File: src/rtl/hdlcRxPkg.sv
package hdlcRxPkg;

  localparam int BYTE_W = 8;

  typedef enum logic [2:0] {
    ST_NONE    = 3'd0,
    ST_OK      = 3'd1,
    ST_CRC_BAD = 3'd2,
    ST_ALIGN   = 3'd3,
    ST_SHORT   = 3'd4,
    ST_ABORT   = 3'd5
  } rxStatus_e;

  typedef enum logic {
    RX_HUNT  = 1'b0,
    RX_FRAME = 1'b1
  } rxState_e;

  // strobes from control to datapath, valid for one clock
  typedef struct packed {
    logic      shiftEn;
    logic      bitVal;
    logic      byteDone;
    logic      openFrame;
    logic      emitMid;
    logic      emitLast;
    logic      statValid;
    rxStatus_e statCode;
  } rxStrobe_t;

endpackage

File: src/rtl/hdlcRxCtrl.sv
module hdlcRxCtrl
  import hdlcRxPkg::*;
#(
  parameter int STUFF_RUN  = 5,
  parameter int HOLD_DEPTH = 3
) (
  input  logic      clk,
  input  logic      rstN,
  input  logic      bitEn,
  input  logic      rxBit,
  input  logic      rxOn,
  input  logic      filterEn,
  input  logic      crcCheckEn,
  input  logic      addrMatch,
  input  logic      crcGood,
  output rxStrobe_t stb
);

  localparam int FLAG_RUN  = STUFF_RUN + 1;
  localparam int ABORT_RUN = STUFF_RUN + 2;
  localparam int RUN_W     = $clog2(ABORT_RUN + 1);
  localparam int BIT_W     = $clog2(BYTE_W);
  localparam int HELD_W    = $clog2(HOLD_DEPTH + 1);
  // flag bits already shifted in when the closing zero arrives: leading 0 plus the stuff run
  localparam int FLAG_TAIL = STUFF_RUN + 1;

  rxState_e          state;
  logic [RUN_W-1:0]  runCnt;
  logic [BIT_W-1:0]  bitCnt;
  logic [HELD_W-1:0] heldCnt;

  logic [RUN_W-1:0]  runNext;
  logic              isFlag;
  logic              isStuff;
  logic              isAbort;
  logic              isData;
  logic              dropNow;
  logic              inFrame;

  assign inFrame = (state == RX_FRAME);

  always_comb begin
    if (!rxBit)                                 runNext = '0;
    else if (runCnt == RUN_W'(ABORT_RUN))       runNext = runCnt;
    else                                        runNext = runCnt + 1'b1;
  end

  assign isFlag  = bitEn && !rxBit && (runCnt == RUN_W'(FLAG_RUN));
  assign isStuff = bitEn && !rxBit && (runCnt == RUN_W'(STUFF_RUN));
  assign isAbort = bitEn &&  rxBit && (runCnt == RUN_W'(FLAG_RUN));
  assign isData  = bitEn && !isFlag && !isStuff
                   && !(rxBit && (runCnt >= RUN_W'(STUFF_RUN)));

  always_comb begin
    stb     = '0;
    dropNow = 1'b0;
    if (rxOn) begin
      if (isFlag) begin
        stb.openFrame = 1'b1;
        if (inFrame && (heldCnt != '0)) begin
          stb.statValid = 1'b1;
          stb.emitLast  = (heldCnt == HELD_W'(HOLD_DEPTH));
          if (bitCnt != BIT_W'(FLAG_TAIL))              stb.statCode = ST_ALIGN;
          else if (heldCnt < HELD_W'(HOLD_DEPTH))       stb.statCode = ST_SHORT;
          else if (crcCheckEn && !crcGood)              stb.statCode = ST_CRC_BAD;
          else                                          stb.statCode = ST_OK;
        end
      end else if (isAbort) begin
        if (inFrame && (heldCnt != '0)) begin
          stb.statValid = 1'b1;
          stb.statCode  = ST_ABORT;
        end
      end else if (isData && inFrame) begin
        stb.shiftEn  = 1'b1;
        stb.bitVal   = rxBit;
        stb.byteDone = (bitCnt == BIT_W'(BYTE_W - 1));
        if (stb.byteDone) begin
          dropNow     = filterEn && (heldCnt == '0) && !addrMatch;
          stb.emitMid = (heldCnt == HELD_W'(HOLD_DEPTH));
        end
      end
    end
  end

  always_ff @(posedge clk or negedge rstN) begin
    if (!rstN) begin
      state   <= RX_HUNT;
      runCnt  <= '0;
      bitCnt  <= '0;
      heldCnt <= '0;
    end else if (!rxOn) begin
      state   <= RX_HUNT;
      runCnt  <= '0;
      bitCnt  <= '0;
      heldCnt <= '0;
    end else if (bitEn) begin
      runCnt <= runNext;
      if (isFlag) begin
        state   <= RX_FRAME;
        bitCnt  <= '0;
        heldCnt <= '0;
      end else if (isAbort) begin
        state <= RX_HUNT;
      end else if (stb.shiftEn) begin
        if (stb.byteDone) begin
          bitCnt <= '0;
          if (dropNow)                                state   <= RX_HUNT;
          else if (heldCnt != HELD_W'(HOLD_DEPTH))    heldCnt <= heldCnt + 1'b1;
        end else begin
          bitCnt <= bitCnt + 1'b1;
        end
      end
    end
  end

endmodule

File: src/rtl/hdlcRxDp.sv
module hdlcRxDp
  import hdlcRxPkg::*;
#(
  parameter int          CRC_W       = 16,
  parameter logic [15:0] CRC_POLY    = 16'h8408,
  parameter logic [15:0] CRC_INIT    = 16'hFFFF,
  parameter logic [15:0] CRC_RESIDUE = 16'hF0B8,
  parameter int          HOLD_DEPTH  = 3
) (
  input  logic              clk,
  input  logic              rstN,
  input  rxStrobe_t         stb,
  input  logic [BYTE_W-1:0] cfgAddr,
  output logic              addrMatch,
  output logic              crcGood,
  output logic              outValid,
  output logic [BYTE_W-1:0] outData,
  output logic              outLast,
  output logic              statValid,
  output rxStatus_e         statCode
);

  logic [BYTE_W-1:0] shiftReg;
  logic [BYTE_W-1:0] newByte;
  logic [CRC_W-1:0]  crcReg;
  logic [BYTE_W-1:0] hold [HOLD_DEPTH];

  function automatic logic [CRC_W-1:0] crcStep(input logic [CRC_W-1:0] cIn,
                                               input logic [BYTE_W-1:0] dIn);
    logic [CRC_W-1:0] r;
    r = cIn;
    for (int k = 0; k < BYTE_W; k++) begin
      if (r[0] ^ dIn[k]) r = (r >> 1) ^ CRC_POLY[CRC_W-1:0];
      else               r = r >> 1;
    end
    return r;
  endfunction

  assign newByte   = {stb.bitVal, shiftReg[BYTE_W-1:1]};
  assign addrMatch = (newByte == cfgAddr);
  assign crcGood   = (crcReg == CRC_RESIDUE[CRC_W-1:0]);

  always_ff @(posedge clk or negedge rstN) begin
    if (!rstN) begin
      shiftReg <= '0;
      crcReg   <= CRC_INIT[CRC_W-1:0];
    end else begin
      if (stb.shiftEn) shiftReg <= newByte;
      if (stb.openFrame)     crcReg <= CRC_INIT[CRC_W-1:0];
      else if (stb.byteDone) crcReg <= crcStep(crcReg, newByte);
    end
  end

  // byte hold line: newest at the top, oldest at index 0
  for (genvar i = 0; i < HOLD_DEPTH; i++) begin : g_hold
    always_ff @(posedge clk or negedge rstN) begin
      if (!rstN) begin
        hold[i] <= '0;
      end else if (stb.byteDone) begin
        if (i == HOLD_DEPTH - 1) hold[i] <= newByte;
        else                     hold[i] <= hold[(i + 1) % HOLD_DEPTH];
      end
    end
  end

  always_ff @(posedge clk or negedge rstN) begin
    if (!rstN) begin
      outValid  <= 1'b0;
      outData   <= '0;
      outLast   <= 1'b0;
      statValid <= 1'b0;
      statCode  <= ST_NONE;
    end else begin
      outValid  <= stb.emitMid || stb.emitLast;
      outLast   <= stb.emitLast;
      statValid <= stb.statValid;
      statCode  <= stb.statValid ? stb.statCode : ST_NONE;
      if (stb.emitMid || stb.emitLast) outData <= hold[0];
    end
  end

endmodule

File: src/rtl/hdlcRx.sv
module hdlcRx
  import hdlcRxPkg::*;
#(
  parameter int          STUFF_RUN   = 5,
  parameter int          CRC_W       = 16,
  parameter logic [15:0] CRC_POLY    = 16'h8408,
  parameter logic [15:0] CRC_INIT    = 16'hFFFF,
  parameter logic [15:0] CRC_RESIDUE = 16'hF0B8
) (
  input  logic       clk,
  input  logic       rstN,
  input  logic       bitEn,
  input  logic       rxBit,
  input  logic       cfgRxEnable,
  input  logic       cfgAutoDcd,
  input  logic       dcd,
  input  logic       cfgCrcCheck,
  input  logic       cfgAddrFilter,
  input  logic [7:0] cfgAddr,
  output logic       outValid,
  output logic [7:0] outData,
  output logic       outLast,
  output logic       statValid,
  output logic [2:0] statCode
);

  localparam int FCS_BYTES  = CRC_W / BYTE_W;
  localparam int HOLD_DEPTH = FCS_BYTES + 1;

  rxStrobe_t stb;
  rxStatus_e dpStatCode;
  logic      rxOn;
  logic      addrMatch;
  logic      crcGood;

  assign rxOn = cfgRxEnable && (!cfgAutoDcd || dcd);

  hdlcRxCtrl #(
    .STUFF_RUN (STUFF_RUN),
    .HOLD_DEPTH(HOLD_DEPTH)
  ) u_ctrl (
    .clk       (clk),
    .rstN      (rstN),
    .bitEn     (bitEn),
    .rxBit     (rxBit),
    .rxOn      (rxOn),
    .filterEn  (cfgAddrFilter),
    .crcCheckEn(cfgCrcCheck),
    .addrMatch (addrMatch),
    .crcGood   (crcGood),
    .stb       (stb)
  );

  hdlcRxDp #(
    .CRC_W      (CRC_W),
    .CRC_POLY   (CRC_POLY),
    .CRC_INIT   (CRC_INIT),
    .CRC_RESIDUE(CRC_RESIDUE),
    .HOLD_DEPTH (HOLD_DEPTH)
  ) u_dp (
    .clk      (clk),
    .rstN     (rstN),
    .stb      (stb),
    .cfgAddr  (cfgAddr),
    .addrMatch(addrMatch),
    .crcGood  (crcGood),
    .outValid (outValid),
    .outData  (outData),
    .outLast  (outLast),
    .statValid(statValid),
    .statCode (dpStatCode)
  );

  assign statCode = dpStatCode;

endmodule

File: config.mk
export PLATFORM = sky130hd
export DESIGN_NAME = hdlcRx
export DESIGN_NICKNAME = d
export VERILOG_FILES = /design/src/rtl/hdlcRxPkg.sv /design/src/rtl/hdlcRxCtrl.sv /design/src/rtl/hdlcRxDp.sv /design/src/rtl/hdlcRx.sv
export SDC_FILE = /design/constraint.sdc
export NUM_CORES = 1
export LEC_CHECK = 0
export BUFFER_PORTS_ARGS = -buffer_cell sky130_fd_sc_hd__buf_2
export CAP_MARGIN = 20
export CORE_ASPECT_RATIO = 1.5
export CORE_MARGIN = 2
export CORE_UTILIZATION = 59
export DETAILED_ROUTE_END_ITERATION = 16
export PLACE_DENSITY = 0.76
export SETUP_SLACK_MARGIN = 0.15
export SLEW_MARGIN = 20
export SYNTH_ARGS = -nofsm -noshare
export SYNTH_HDL_FRONTEND = slang
export SYNTH_HIERARCHICAL = 1
export SYNTH_SLANG_ARGS = --single-unit
File: constraint.sdc
create_clock -name clk -period 6.4 [get_ports clk]
set_input_delay 0.32 -clock clk [delete_from_list [all_inputs] [get_ports clk]]
set_output_delay 0.32 -clock clk [all_outputs]
set_load 0.02 [all_outputs]
==> run_results.csv <==
group,metric,value,unit
cts,clock-root-buffer,"clkbuf_8",
synthesis,async_set_reset_flop_share_out_of_synthesis,100.0,%
floorplanning,core.rowCount,34,
synthesis,synth.top_cell.area_share,38.22,%
floorplanning,num_io_pins,31,
synthesis,synth.yosys.seq_area_share,50.11,%
outcome,outcome,"finished, final reports clean",
grt,global_route.overflow_total,0,
timing,layout_min_cycle_time,2839,ps
placed_design,buffer_ports.inserted,30,
setup_path,crit_type,"reg2reg",
pwr,design_power_total,865.3,uW
cts,clkLatencyLatePin,340,ps
synthesis,synthFlopType,"dfrtp_1",
setup_path,regToRegStartpoint,"u_ctrl/runCnt[0]",
final_layout,finalNetCount,336,
pwr,vdd_ir_drop_max,0.1667,mV
synthesis,synth_enable_flop_cells,0,
timing,timing.final.setup_violations,0,
grt,overall_routing_resource_usage,21.65,%
floorplanning,floorplan.core_area,5786,sq um
final_layout,final_common_cell,"dfrtp_1",
final_layout,post_route_cells_drive_above_1_share,36.19,%
routing,drc,0,
setup_path,crit_path_start,"u_ctrl/runCnt[0]",
grt,antenna_found_initial,0,
cts,cts_setup_buffers,0,
placed_design,finalWeightedCongestion,0.8097,
setup_path,crit_path_end_kind,"flip-flop",
synthesis,syn-instance-count,280,
grt,grt_pass1_vias,2246,
timing,fmax,352.3,MHz
timing,slew_headroom,42.15,%
floorplanning,die_area,6641,sq um
cts,cts_max_level,3,
routing,postRouteAntennaNets,0,
routing,firstDrtPassIters,4,
grt,grt_pass1_wl,10.74,mm
cts,cts_made_buffers,9,
worst_hold_path,min-delay-path-class,"in2async",
floorplanning,die-width,67.21,um
synthesis,synth_area_leader_cell,"dfrtp_1",
timing,setup_repair_after_global_routing_missed_its_margin,"no",
cts,tritoncts_clock_tree,"yes",
timing,tightest_slew,867.8,ps
synthesis,synth.yosys.warnings,6,
synthesis,synth-seq-cells,70,
final_layout,area_growth,12.53,%
cts,clkSlewWorstSetupHoldPaths,70,ps
routing,starting_drt_drc_count,115,
final_layout,num-fill-cells,435,
setup_path,path_max_fanout,7,
synthesis,synth_top_family_by_area,"multiplexers",
timing,timing_hold_violations_final,0,
synthesis,post_synth.cell_area_avg,12.63,sq um
setup_path,startpoint_type,"flip-flop",
synthesis,post_synth_main_area_contributors,"dfrtp_1 38%, mux2_2 12%, dfstp_2 12%, xnor3_1 5.1%, xnor2_1 4.2%",
setup_path,worstPathArrival,3110,ps
routing,routed_wirelength,6.212,mm
grt,grt_start_max_net_pins,71,
placed_design,dpl.hpwl,4.357,mm
synthesis,synth-simple-area-share,10.01,%
job,max-cap-violations,0,
synthesis,postSynthNetCount,306,
final_layout,mostFrequentLayoutCells,"54 x dfrtp_1, 39 x mux2_2, 30 x buf_2",
routing,routedWlPerCell,16.05,um
setup_path,worst_ep_required_time,6670,ps
synthesis,synthAdderAreaFrac,3.185,%
routing,route.vias.total,2202,
timing,timing_max_transition_violations_final,0,
cts,buffers_from_clock_root_to_sink_at_most,2,
synthesis,synth_compound_gate_area_share,7.997,%
synthesis,synth.cell_area,3536,sq um
cts,clkSinkCount,70,
cts,cts_hold_buffers,0,
timing,timing.final.crit_share,44.36,%
routing,viasPerCell,5.690,
synthesis,synth_xor_area_share,12.46,%
timing,clock_skew,9.603,ps
synthesis,mux_share_of_post_synthesis_cell_area,13.27,%
floorplanning,vertical_extent_of_the_die,98.81,um
cts,post_cts_resized,0,
final_layout,antennaDiodeCount,0,
floorplanning,start_util,61.12,%
synthesis,synth_cell_types,47,
pwr,p_leak,0.002009,uW
pwr,p_per_area,217.5,nW/um^2
timing,timing.setup.tns,0,ps
==> metrics by stage <==
| step | instances | area [sq um] | worst slack (ps) | hold WS (ps) | util, % |
|---|---|---|---|---|---|
| after detailed placement | 371 | 3751 | 3566 | 484.4 | 64.84 |
| after CTS | 387 | 3979 | 3561 | 196.7 | 68.77 |
| after global placement | 371 | 3751 | 3703 | 483.8 | 64.84 |
| after global routing | 387 | 3979 | 3335 | 231.7 | 68.77 |
| after floorplan | 280 | 3536 | 3874 | 24.41 | - |
| final | 387 | 3979 | 3561 | 147.5 | 68.77 |
==> per-layer routing <==
layer | part of all wire [%] | routed length (um) | global-route usage [%]
met5 | 0 | 0 | 0
met4 | 2.5 | 158 | 10.52
met3 | 3.5 | 219 | 4.338
met2 | 52 | 3254 | 35.11
met1 | 42 | 2579 | 27.24
==> cell type report <==
cell class,instances,area (sq um),share of cell area (%)
clock buffers,9,123.9,3.113
well taps,72,90.09,2.264
multi-input cells,184,1672,42.01
clock inverters,7,103.9,2.610
flip-flops and latches,70,1772,44.53
inverters,12,45.04,1.132
repair buffers,33,172.7,4.340
==> power breakdown <==
group / internal, uW / switching (uW)
logic: 8.63 / 17.4
registers: 443 / 0.410
clock network: 224 / 172
total: 675 / 190
==> synthesized netlist by cell type (2+ instances only) <==
cell type,number
a2111o_1,2
a211o_1,9
a211oi_1,2
a21oi_1,10
a2bb2oi_1,2
a31oi_1,4
and2_1,4
and3_1,2
buf_1,2
buf_2,3
clkbuf_1,8
dfrtp_1,54
dfstp_2,16
ha_1,9
inv_1,12
mux2_2,39
mux2i_1,3
nand2_1,9
nand2b_1,2
nand3_1,7
nand4_1,3
nand4b_1,5
nor2_1,8
nor2b_1,7
nor3_1,5
o21ai_0,5
xnor2_1,17
xnor2_2,2
xnor3_1,8
xor2_1,4
==> cell families (layout without fill, tap and decap cells) <==
kind of cell | count (synthesis) | after routing
flops | 70 | 70
simple gates | 61 | 61
mux | 42 | 42
compound gates | 39 | 39
xor+xnor | 33 | 33
buf+inv | 26 | 61
fa+ha+maj | 9 | 9
==> final timing paths <==
check | end | cells after the start | slack, ps
max | u_ctrl/heldCnt[0] | 11 | 3560
min | u_ctrl/runCnt[1] | 2 | 150
min in group clk | u_dp/outLast | 2 | 310
max reg2reg | u_ctrl/heldCnt[0] | 11 | 3560
min reg2reg | u_dp/outData[3] | 1 | 500
max in group asynchronous | u_ctrl/bitCnt[2] | 2 | 5660
==> critical path: stages (launching register included) <==
cell	delay, ps
dfrtp_1	390
inv_1	70
ha_1	250
a211o_1	400
a21oi_1	280
and3_1	290
xnor2_1	140
nand4_1	100
nor2_1	110
and3b_1	210
a211oi_2	310
mux2i_1	210
==> flip-flops by register name, indices dropped and copies added, names as in the netlist, 2 cells and up <==
| name | cells |
|---|---|
| u_ctrl/runCnt | 3 |
| u_dp/crcReg | 16 |
| u_ctrl/heldCnt | 2 |
| u_dp/shiftReg | 7 |
| u_dp/outData | 8 |
| u_dp/hold | 24 |
| u_dp/statCode | 3 |
| u_ctrl/bitCnt | 3 |
No activity file was read; power rests on OpenSTA's default activity.
